### src/rtl/uiu_pkg.sv
package uiu_pkg;
  localparam int NUM_SRC = 6;

  // priority index: 0 is highest
  localparam int SRC_LS = 0;
  localparam int SRC_TO = 1;
  localparam int SRC_RX = 2;
  localparam int SRC_TX = 3;
  localparam int SRC_MS = 4;
  localparam int SRC_XO = 5;

  localparam logic [7:0] IIR_NONE = 8'h01;
  localparam logic [7:0] IIR_LS   = 8'h06;
  localparam logic [7:0] IIR_TO   = 8'h0C;
  localparam logic [7:0] IIR_RX   = 8'h04;
  localparam logic [7:0] IIR_TX   = 8'h02;
  localparam logic [7:0] IIR_MS   = 8'h00;
  localparam logic [7:0] IIR_XO   = 8'h10;

  typedef struct packed {
    logic clrTx;
    logic clrXoff;
  } clrStrobes_t;

  function automatic logic [7:0] srcCode(input int idx);
    case (idx)
      SRC_LS:  return IIR_LS;
      SRC_TO:  return IIR_TO;
      SRC_RX:  return IIR_RX;
      SRC_TX:  return IIR_TX;
      SRC_MS:  return IIR_MS;
      default: return IIR_XO;
    endcase
  endfunction
endpackage

### src/rtl/uiu_srcpath.sv
module uiu_srcpath import uiu_pkg::*; #(
  parameter int LW = 7,
  parameter int TO_CHARS = 4
) (
  input  logic              clk,
  input  logic              rstN,
  input  logic [4:0]        ier,
  input  logic              scrTxQual,
  input  logic [LW-1:0]     rxLevel,
  input  logic [LW-1:0]     rxTrigger,
  input  logic              rxCharIn,
  input  logic              rxRead,
  input  logic              charTick,
  input  logic              txFifoEmpty,
  input  logic              txShiftEmpty,
  input  logic              lineErr,
  input  logic              lsrRead,
  input  logic              modemChange,
  input  logic              msrRead,
  input  logic              xoffDetect,
  input  clrStrobes_t       clr,
  output logic [NUM_SRC-1:0] pend
);
  localparam int CW = $clog2(TO_CHARS + 1);
  localparam logic [CW-1:0] TO_LIMIT = CW'(TO_CHARS);

  logic [CW-1:0] toCnt;
  logic lsPend, msPend, xoPend, txPend, txArmQ;
  logic txCond, txArm, rxNonEmpty;

  assign rxNonEmpty = (rxLevel != '0);
  assign txCond = scrTxQual ? (txFifoEmpty & txShiftEmpty) : txFifoEmpty;
  assign txArm  = txCond & ier[1];

  // character-time counter for the receive timeout
  always_ff @(posedge clk) begin
    if (!rstN) toCnt <= '0;
    else if (!rxNonEmpty || rxCharIn || rxRead) toCnt <= '0;
    else if (charTick && toCnt != TO_LIMIT) toCnt <= toCnt + 1'b1;
  end

  always_ff @(posedge clk) begin
    if (!rstN) begin
      lsPend <= 1'b0;
      msPend <= 1'b0;
      xoPend <= 1'b0;
      txPend <= 1'b0;
      txArmQ <= 1'b0;
    end else begin
      if (lineErr) lsPend <= 1'b1;
      else if (lsrRead) lsPend <= 1'b0;
      if (modemChange) msPend <= 1'b1;
      else if (msrRead) msPend <= 1'b0;
      if (xoffDetect) xoPend <= 1'b1;
      else if (clr.clrXoff) xoPend <= 1'b0;
      txArmQ <= txArm;
      if (!txCond) txPend <= 1'b0;
      else if (txArm && !txArmQ) txPend <= 1'b1;
      else if (clr.clrTx) txPend <= 1'b0;
    end
  end

  always_comb begin
    pend = '0;
    pend[SRC_LS] = lsPend;
    pend[SRC_TO] = rxNonEmpty && (toCnt == TO_LIMIT);
    pend[SRC_RX] = rxNonEmpty && (rxLevel >= rxTrigger);
    pend[SRC_TX] = txPend;
    pend[SRC_MS] = msPend;
    pend[SRC_XO] = xoPend;
  end
endmodule

### src/rtl/uiu_ctrl.sv
module uiu_ctrl import uiu_pkg::*; (
  input  logic               clk,
  input  logic               rstN,
  input  logic [4:0]         ier,
  input  logic [NUM_SRC-1:0] pend,
  input  logic               iirRead,
  output clrStrobes_t        clr,
  output logic [7:0]         iir,
  output logic               irq
);
  logic [NUM_SRC-1:0] srcEn, active;
  logic [7:0] nextCode;
  logic [7:0] iirQ;
  logic irqQ;

  always_comb begin
    srcEn = '0;
    srcEn[SRC_LS] = ier[2];
    srcEn[SRC_TO] = ier[0];
    srcEn[SRC_RX] = ier[0];
    srcEn[SRC_TX] = ier[1];
    srcEn[SRC_MS] = ier[3];
    srcEn[SRC_XO] = ier[4];
  end

  assign active = pend & srcEn;

  // walk from lowest to highest priority; the last hit wins
  always_comb begin
    nextCode = IIR_NONE;
    for (int i = NUM_SRC - 1; i >= 0; i--) begin
      if (active[i]) nextCode = srcCode(i);
    end
  end

  always_ff @(posedge clk) begin
    if (!rstN) begin
      iirQ <= IIR_NONE;
      irqQ <= 1'b0;
    end else begin
      iirQ <= nextCode;
      irqQ <= |active;
    end
  end

  assign clr.clrTx   = iirRead && (iirQ == IIR_TX);
  assign clr.clrXoff = iirRead && (iirQ == IIR_XO);
  assign iir = iirQ;
  assign irq = irqQ;
endmodule

### src/rtl/uiu_top.sv
module uiu_top import uiu_pkg::*; #(
  parameter int FIFO_DEPTH = 64,
  parameter int TO_CHARS = 4,
  localparam int LW = $clog2(FIFO_DEPTH + 1)
) (
  input  logic          clk,
  input  logic          rstN,
  input  logic [4:0]    ier,
  input  logic          scrTxQual,
  input  logic [LW-1:0] rxLevel,
  input  logic [LW-1:0] rxTrigger,
  input  logic          rxCharIn,
  input  logic          rxRead,
  input  logic          charTick,
  input  logic          txFifoEmpty,
  input  logic          txShiftEmpty,
  input  logic          lineErr,
  input  logic          lsrRead,
  input  logic          modemChange,
  input  logic          msrRead,
  input  logic          xoffDetect,
  input  logic          iirRead,
  output logic [7:0]    iir,
  output logic          irq
);
  clrStrobes_t clr;
  logic [NUM_SRC-1:0] pend;

  uiu_srcpath #(.LW(LW), .TO_CHARS(TO_CHARS)) u_src (
    .clk(clk), .rstN(rstN), .ier(ier), .scrTxQual(scrTxQual),
    .rxLevel(rxLevel), .rxTrigger(rxTrigger), .rxCharIn(rxCharIn),
    .rxRead(rxRead), .charTick(charTick), .txFifoEmpty(txFifoEmpty),
    .txShiftEmpty(txShiftEmpty), .lineErr(lineErr), .lsrRead(lsrRead),
    .modemChange(modemChange), .msrRead(msrRead), .xoffDetect(xoffDetect),
    .clr(clr), .pend(pend)
  );

  uiu_ctrl u_ctrl (
    .clk(clk), .rstN(rstN), .ier(ier), .pend(pend),
    .iirRead(iirRead), .clr(clr), .iir(iir), .irq(irq)
  );
endmodule

### config.mk
export PLATFORM = sky130hd
export DESIGN_NAME = uiu_top
export DESIGN_NICKNAME = d
export VERILOG_FILES = /design/src/rtl/uiu_pkg.sv /design/src/rtl/uiu_srcpath.sv /design/src/rtl/uiu_ctrl.sv /design/src/rtl/uiu_top.sv
export SDC_FILE = /design/constraint.sdc
export NUM_CORES = 1
export LEC_CHECK = 0
export CAP_MARGIN = 10
export CORE_ASPECT_RATIO = 0.7
export CORE_MARGIN = 2
export CORE_UTILIZATION = 30
export DETAILED_ROUTE_END_ITERATION = 6
export HOLD_SLACK_MARGIN = 0.15
export SLEW_MARGIN = 5
export SYNTH_ARGS = -nofsm -noshare
export SYNTH_HDL_FRONTEND = slang
export SYNTH_SLANG_ARGS = --single-unit
### constraint.sdc
create_clock -name clk -period 4.3 [get_ports clk]
set_input_delay 0.86 -clock clk [delete_from_list [all_inputs] [get_ports clk]]
set_output_delay 0.86 -clock clk [all_outputs]
set_load 0.03 [all_outputs]
## After elaboration in Yosys (flattened, before gate mapping)

Cells that the tools add are included.

| word-level totals | value |
|---|---|
| word-level logic and storage cells | 55 |
| input bits | 33 |
| register bits after elaboration | 14 |
| output and inout port bits | 9 |

| operators by class | value |
|---|---|
| order comparisons | 1 |
| bitwise operators | 4 |
| reduce and logical (&&, ||, !) cells | 20 |
| $add $sub $neg | 1 |
| equal/unequal tests | 4 |
| mux-type cells | 15 |

Operators with widths:

| kind | number |
|---|---|
| 4-bit 2-to-1 mux | 4 |
| 6-bit OR reduction | 2 |
| 1-bit 2-to-1 mux | 9 |
| 2-bit nonzero test | 4 |
| 7-bit >= comparator | 1 |
| 7-bit nonzero test | 1 |
| 6-bit AND | 1 |
| 1-bit logical AND | 6 |
| 5-bit by 2-bit equality test with 1-bit output (second input constant) | 1 |
| 5-bit equality test (second input constant) | 1 |
| 5-bit 2-to-1 mux | 1 |
| 2-bit OR reduction | 2 |
| 3-bit by 1-bit adder with 3-bit output (second input constant) | 1 |
| 3-bit equality test (second input constant) | 1 |
| 3-bit 2-to-1 mux | 1 |
| 3-bit != test (second input constant) | 1 |
| 1-bit AND | 2 |
| 1-bit logical NOT | 2 |
| 1-bit logical OR | 2 |
| 2-bit AND reduction | 1 |
| 1-bit NOT | 1 |

## Longest topological paths before layout

| depth | value |
|---|---|
| depth after elaboration | 9 |
| gate-level depth with buffers | 7 |
| depth with buffers taken out | 7 |

## Hierarchy

A second synthesis with hierarchy kept.

| second synthesis, totals | value |
|---|---|
| cell total of the unflattened synthesis | 93 |
| area total of the unflattened synthesis | 832.0 um^2 |

By module, submodules not included:

| module | times used | cells an instance | sequential area each (um^2) | area each (um^2) |
|---|---|---|---|---|
| uiu_srcpath | 1 | 67 | 160.2 | 570.5 |
| uiu_ctrl | 1 | 26 | 120.1 | 261.5 |

## Worst setup path after synthesis

No wires, ideal clock.

| path | value |
|---|---|
| path kind | input port to flip-flop |
| start | in rxLevel[0] |
| end | reg u_ctrl.irqQ (netlist: u_ctrl.irq) |
| path buffers | 0 |
| required time | 4.175 ns |
| arrival | 2.214 ns |
| setup time | 0.125 ns |
| stages | 7 |
| path slack | 1.961 ns |
| cell sequence | inv_1 -> ha_1 -> nand2b_4 -> a2111oi_4 -> or3_1 -> a21oi_2 -> o41a_1 |

| on the way | value |
|---|---|
| word-level cells in the longest chain between the ends | 4 |
| elaborated cells between the ends (all ways) | 6 |
| classes of those cells | order compare: 1; bitwise: 1; reduce/logical: 4 |

Ends and longest elaborated chain:

| element | line | RTL |
|---|---|---|
| start: declaration | uiu_top.sv:10 | `input logic [LW-1:0] rxLevel,` |
| 7-bit >= comparator or 7-bit nonzero test (tied branches) | uiu_srcpath.sv:67, uiu_srcpath.sv:31 |  |
| 1-bit logical AND (on tied branches) | uiu_srcpath.sv:67, uiu_srcpath.sv:66 |  |
| 6-bit AND * | uiu_ctrl.sv:26 | `assign active = pend & srcEn;` |
| 6-bit OR reduction * | uiu_ctrl.sv:42 | `irqQ <= \|active;` |
| end signal: assignment | uiu_ctrl.sv:42 |  |
| end: declaration | uiu_ctrl.sv:14 | `logic irqQ;` |

Every way passes the cells marked *; elsewhere a longest branch is shown, timed or not.
A chain may end at the register's enable or synchronous reset.

## Final worst setup path

Same ends and word-level chain as after synthesis.

==> results.toml <==
[placed_design]
placed_area_um2 = 1220
hpwl_mm = 1.60
numPortBuffers = 38
gp_congestion = 0.769

[clock_tree]
postCtsHoldBufs = 0
cts-root-buf = "clkbuf_8"
clock_path_buffers = 2
clock_sinks = 14
cts-htree-levels = 1
clk-insertion-delay-late_ns = 0.24
clkTransAtPathRegs_ns = 0.05
cts_made_buffers = 3
cts_tree = "done"
post_cts_buffers = 0
ctsResizeCount = 0

[power_and_ir_drop]
finalPower_mw = 0.325
vdd_drop_max_mv = 0.101
power_leakage_nw = 0.513
powerDensity_nw_per_um2 = 257

[synthesis]
avgSynthCellArea_um2 = 9.22
synth_edf_count = 0
synth.distinct_cells = 32
ys_ff_latch = 14
async_flop_share_pct = 0
yosys_warnings = 0
ys_seq_area_share_pct = 34.1
syn_inst = 89
synth_area_um2 = 821
synthFlopType = "dfxtp_1"

[worst_setup_path]
critPathKind = "input pin to flip-flop"
crit_fanout = 5
timing.rr.start = "u_src.toCnt[0]"
cp.required_ns = 4.42
cp.arrival_ns = 2.77
worstRegToRegCells = 5
regToRegSetupSlack_ns = 2.68
critical_path.cell_chain = "clkdlybuf4s50_1, inv_1, ha_1, nand2b_4, a2111oi_4, or3_1, a21oi_2, o41a_1"
critPathSlowestCell = "clkdlybuf4s50_1"
rr_endpoint = "u_ctrl.irq"
cp_top_family = "compound AO/OA/AOI/OAI gates"
startpoint_type = "input pin"
critPathCaptureType = "flip-flop"
path_buf_inv = 2
critPathMaxStageDelay_ns = 0.47

[timing]
setup_viol = 0
period_needed_ns = 2.65
fmax_mhz = 378
skew_ns = 0.00228
tns_ns = 0
grt_setup_unrepaired = "false"
min_period_over_period_pct = 61.6
hold_viol = 0
final-max-slew-violation-count = 0

[global_routing]
grt_max_degree = 13
grt_overflow = 0
antenna_found_initial = 0
grt_use_total_pct = 12.4
grt_pass1_vias = 654
grt_pass1_wl_mm = 2.81

[worst_hold_path]
hold-path-endpoint = "u_src.toCnt[1]"
worstHoldStart = "u_src.toCnt[1]"
hold_depth = 2
holdCritPathClass = "flip-flop to flip-flop"

[routing]
remaining_drc_errors = 0
via_per_inst = 4.50
ant_nets = 0
firstDrtPassIters = 2
wire_per_inst_um = 11.1
drt-initial-drc-count = 26
via_count = 725
routed_wl_mm = 1.79

[finish]
final_net_count = 171
area_growth_pct = 53.8
final_area_um2 = 1260
drive_gt1_share_pct = 5.51
utilization_pct = 49.8
num_antenna_cells = 0

[floorplanning]
io_pins = 42
die_w_um = 66.5
start_util_pct = 32.4
die_h_um = 47.8
die_area_um2 = 3180
core_um2 = 2530
rows = 15

[run]
maxCapViolCount = 0

[run_status]
outcome = "finished, final reports clean"
## report_power, final
group          internal [mW]  switching (mW)
Clock                 0.0616          0.0391
Sequential             0.136         0.00295
Combinational         0.0492          0.0355
## synth_stat cells (all sizes together), types with 2 or more instances
cell | instances | area (um2)
nor2b | 3 | 18.8
buf | 3 | 22.5
nand2 | 7 | 26.3
nor3 | 3 | 15.0
nor4b | 2 | 17.5
dfxtp | 14 | 280
o21a | 3 | 22.5
clkbuf | 2 | 7.51
and2 | 2 | 12.5
inv | 11 | 41.3
nor2 | 4 | 15.0
nand3b | 2 | 15.0
a21oi | 4 | 23.8
ha | 9 | 113
nand3 | 3 | 15.0
nor4 | 2 | 12.5
## routing by layer
layer	routed length, um	GRT usage [%]	vias to the layer above
met5	0	0	-
met4	38	6.12	0
met3	111	4.24	4
met2	794	20.0	18
met1	849	15.3	317
li1	-	-	386
## worst max path at each step
stage | start | endpoint | slack [ns] | cells past startpoint
floorplan | rxLevel[0] | u_ctrl.irq | 1.96 | 7
global placement | rxLevel[0] | u_ctrl.irq | 1.43 | 8
detailed placement | rxLevel[0] | u_ctrl.irq | 1.38 | 8
CTS | rxLevel[0] | u_ctrl.irq | 1.64 | 8
global route | rxLevel[0] | u_ctrl.irq | 1.55 | 8
finish | rxLevel[0] | u_ctrl.irq | 1.65 | 8
## tightest hold or removal path, stage by stage, from the launching register on
cell	delay [ns]
dfxtp_1	0.32
nand2_1	0.06
a21oi_1	0.06
## layout by cell type, fill, tap and decap left out, types with 4 or more instances in the layout
| master | instances |
|---|---|
| clkdlybuf4s50_1 | 38 |
| dfxtp_1 | 14 |
| ha_1 | 9 |
| inv_1 | 11 |
| nand2_1 | 7 |
| nor2_1 | 4 |
## cell families (layout without fill, tap and decap cells)
logic type,Yosys count,in the layout,share of synthesized area (%)
flip-flops,14,14,34.1
buffers and inverters,16,52,8.69
AND/OR/NAND/NOR,31,31,21.6
XOR/XNOR,1,1,1.07
AO/OA/AOI/OAI,17,17,20.3
adder cells (fa/ha/maj),9,9,13.7
other,1,3,0.457
## per-stage QoR
| step | std cells | setup WS (ns) | hold WS [ns] |
|---|---|---|---|
| floorplan | 91 | 1.96 | 0.453 |
| global placement | 158 | 1.43 | 0.468 |
| detailed placement | 158 | 1.38 | 0.485 |
| CTS | 161 | 1.64 | 0.492 |
| global route | 161 | 1.55 | 0.532 |
| finish | 161 | 1.65 | 0.493 |
## area by class of cell
type                       instances  area [um2]
inverter                          11        41.3
timing repair buffer              38         380
tap                               34        42.5
clock buffer                       3        41.3
fill                             259        1270
sequential                        14         280
multi-input combinational         61         477
## registers in the layout, indices dropped and copies added (netlist names)
signal / count
u_ctrl.iir: 5
u_ctrl.irq: 1
u_src.lsPend: 1
u_src.msPend: 1
u_src.toCnt: 3
u_src.txArmQ: 1
u_src.txPend: 1
u_src.xoPend: 1
(Power assumes the default switching activity.)
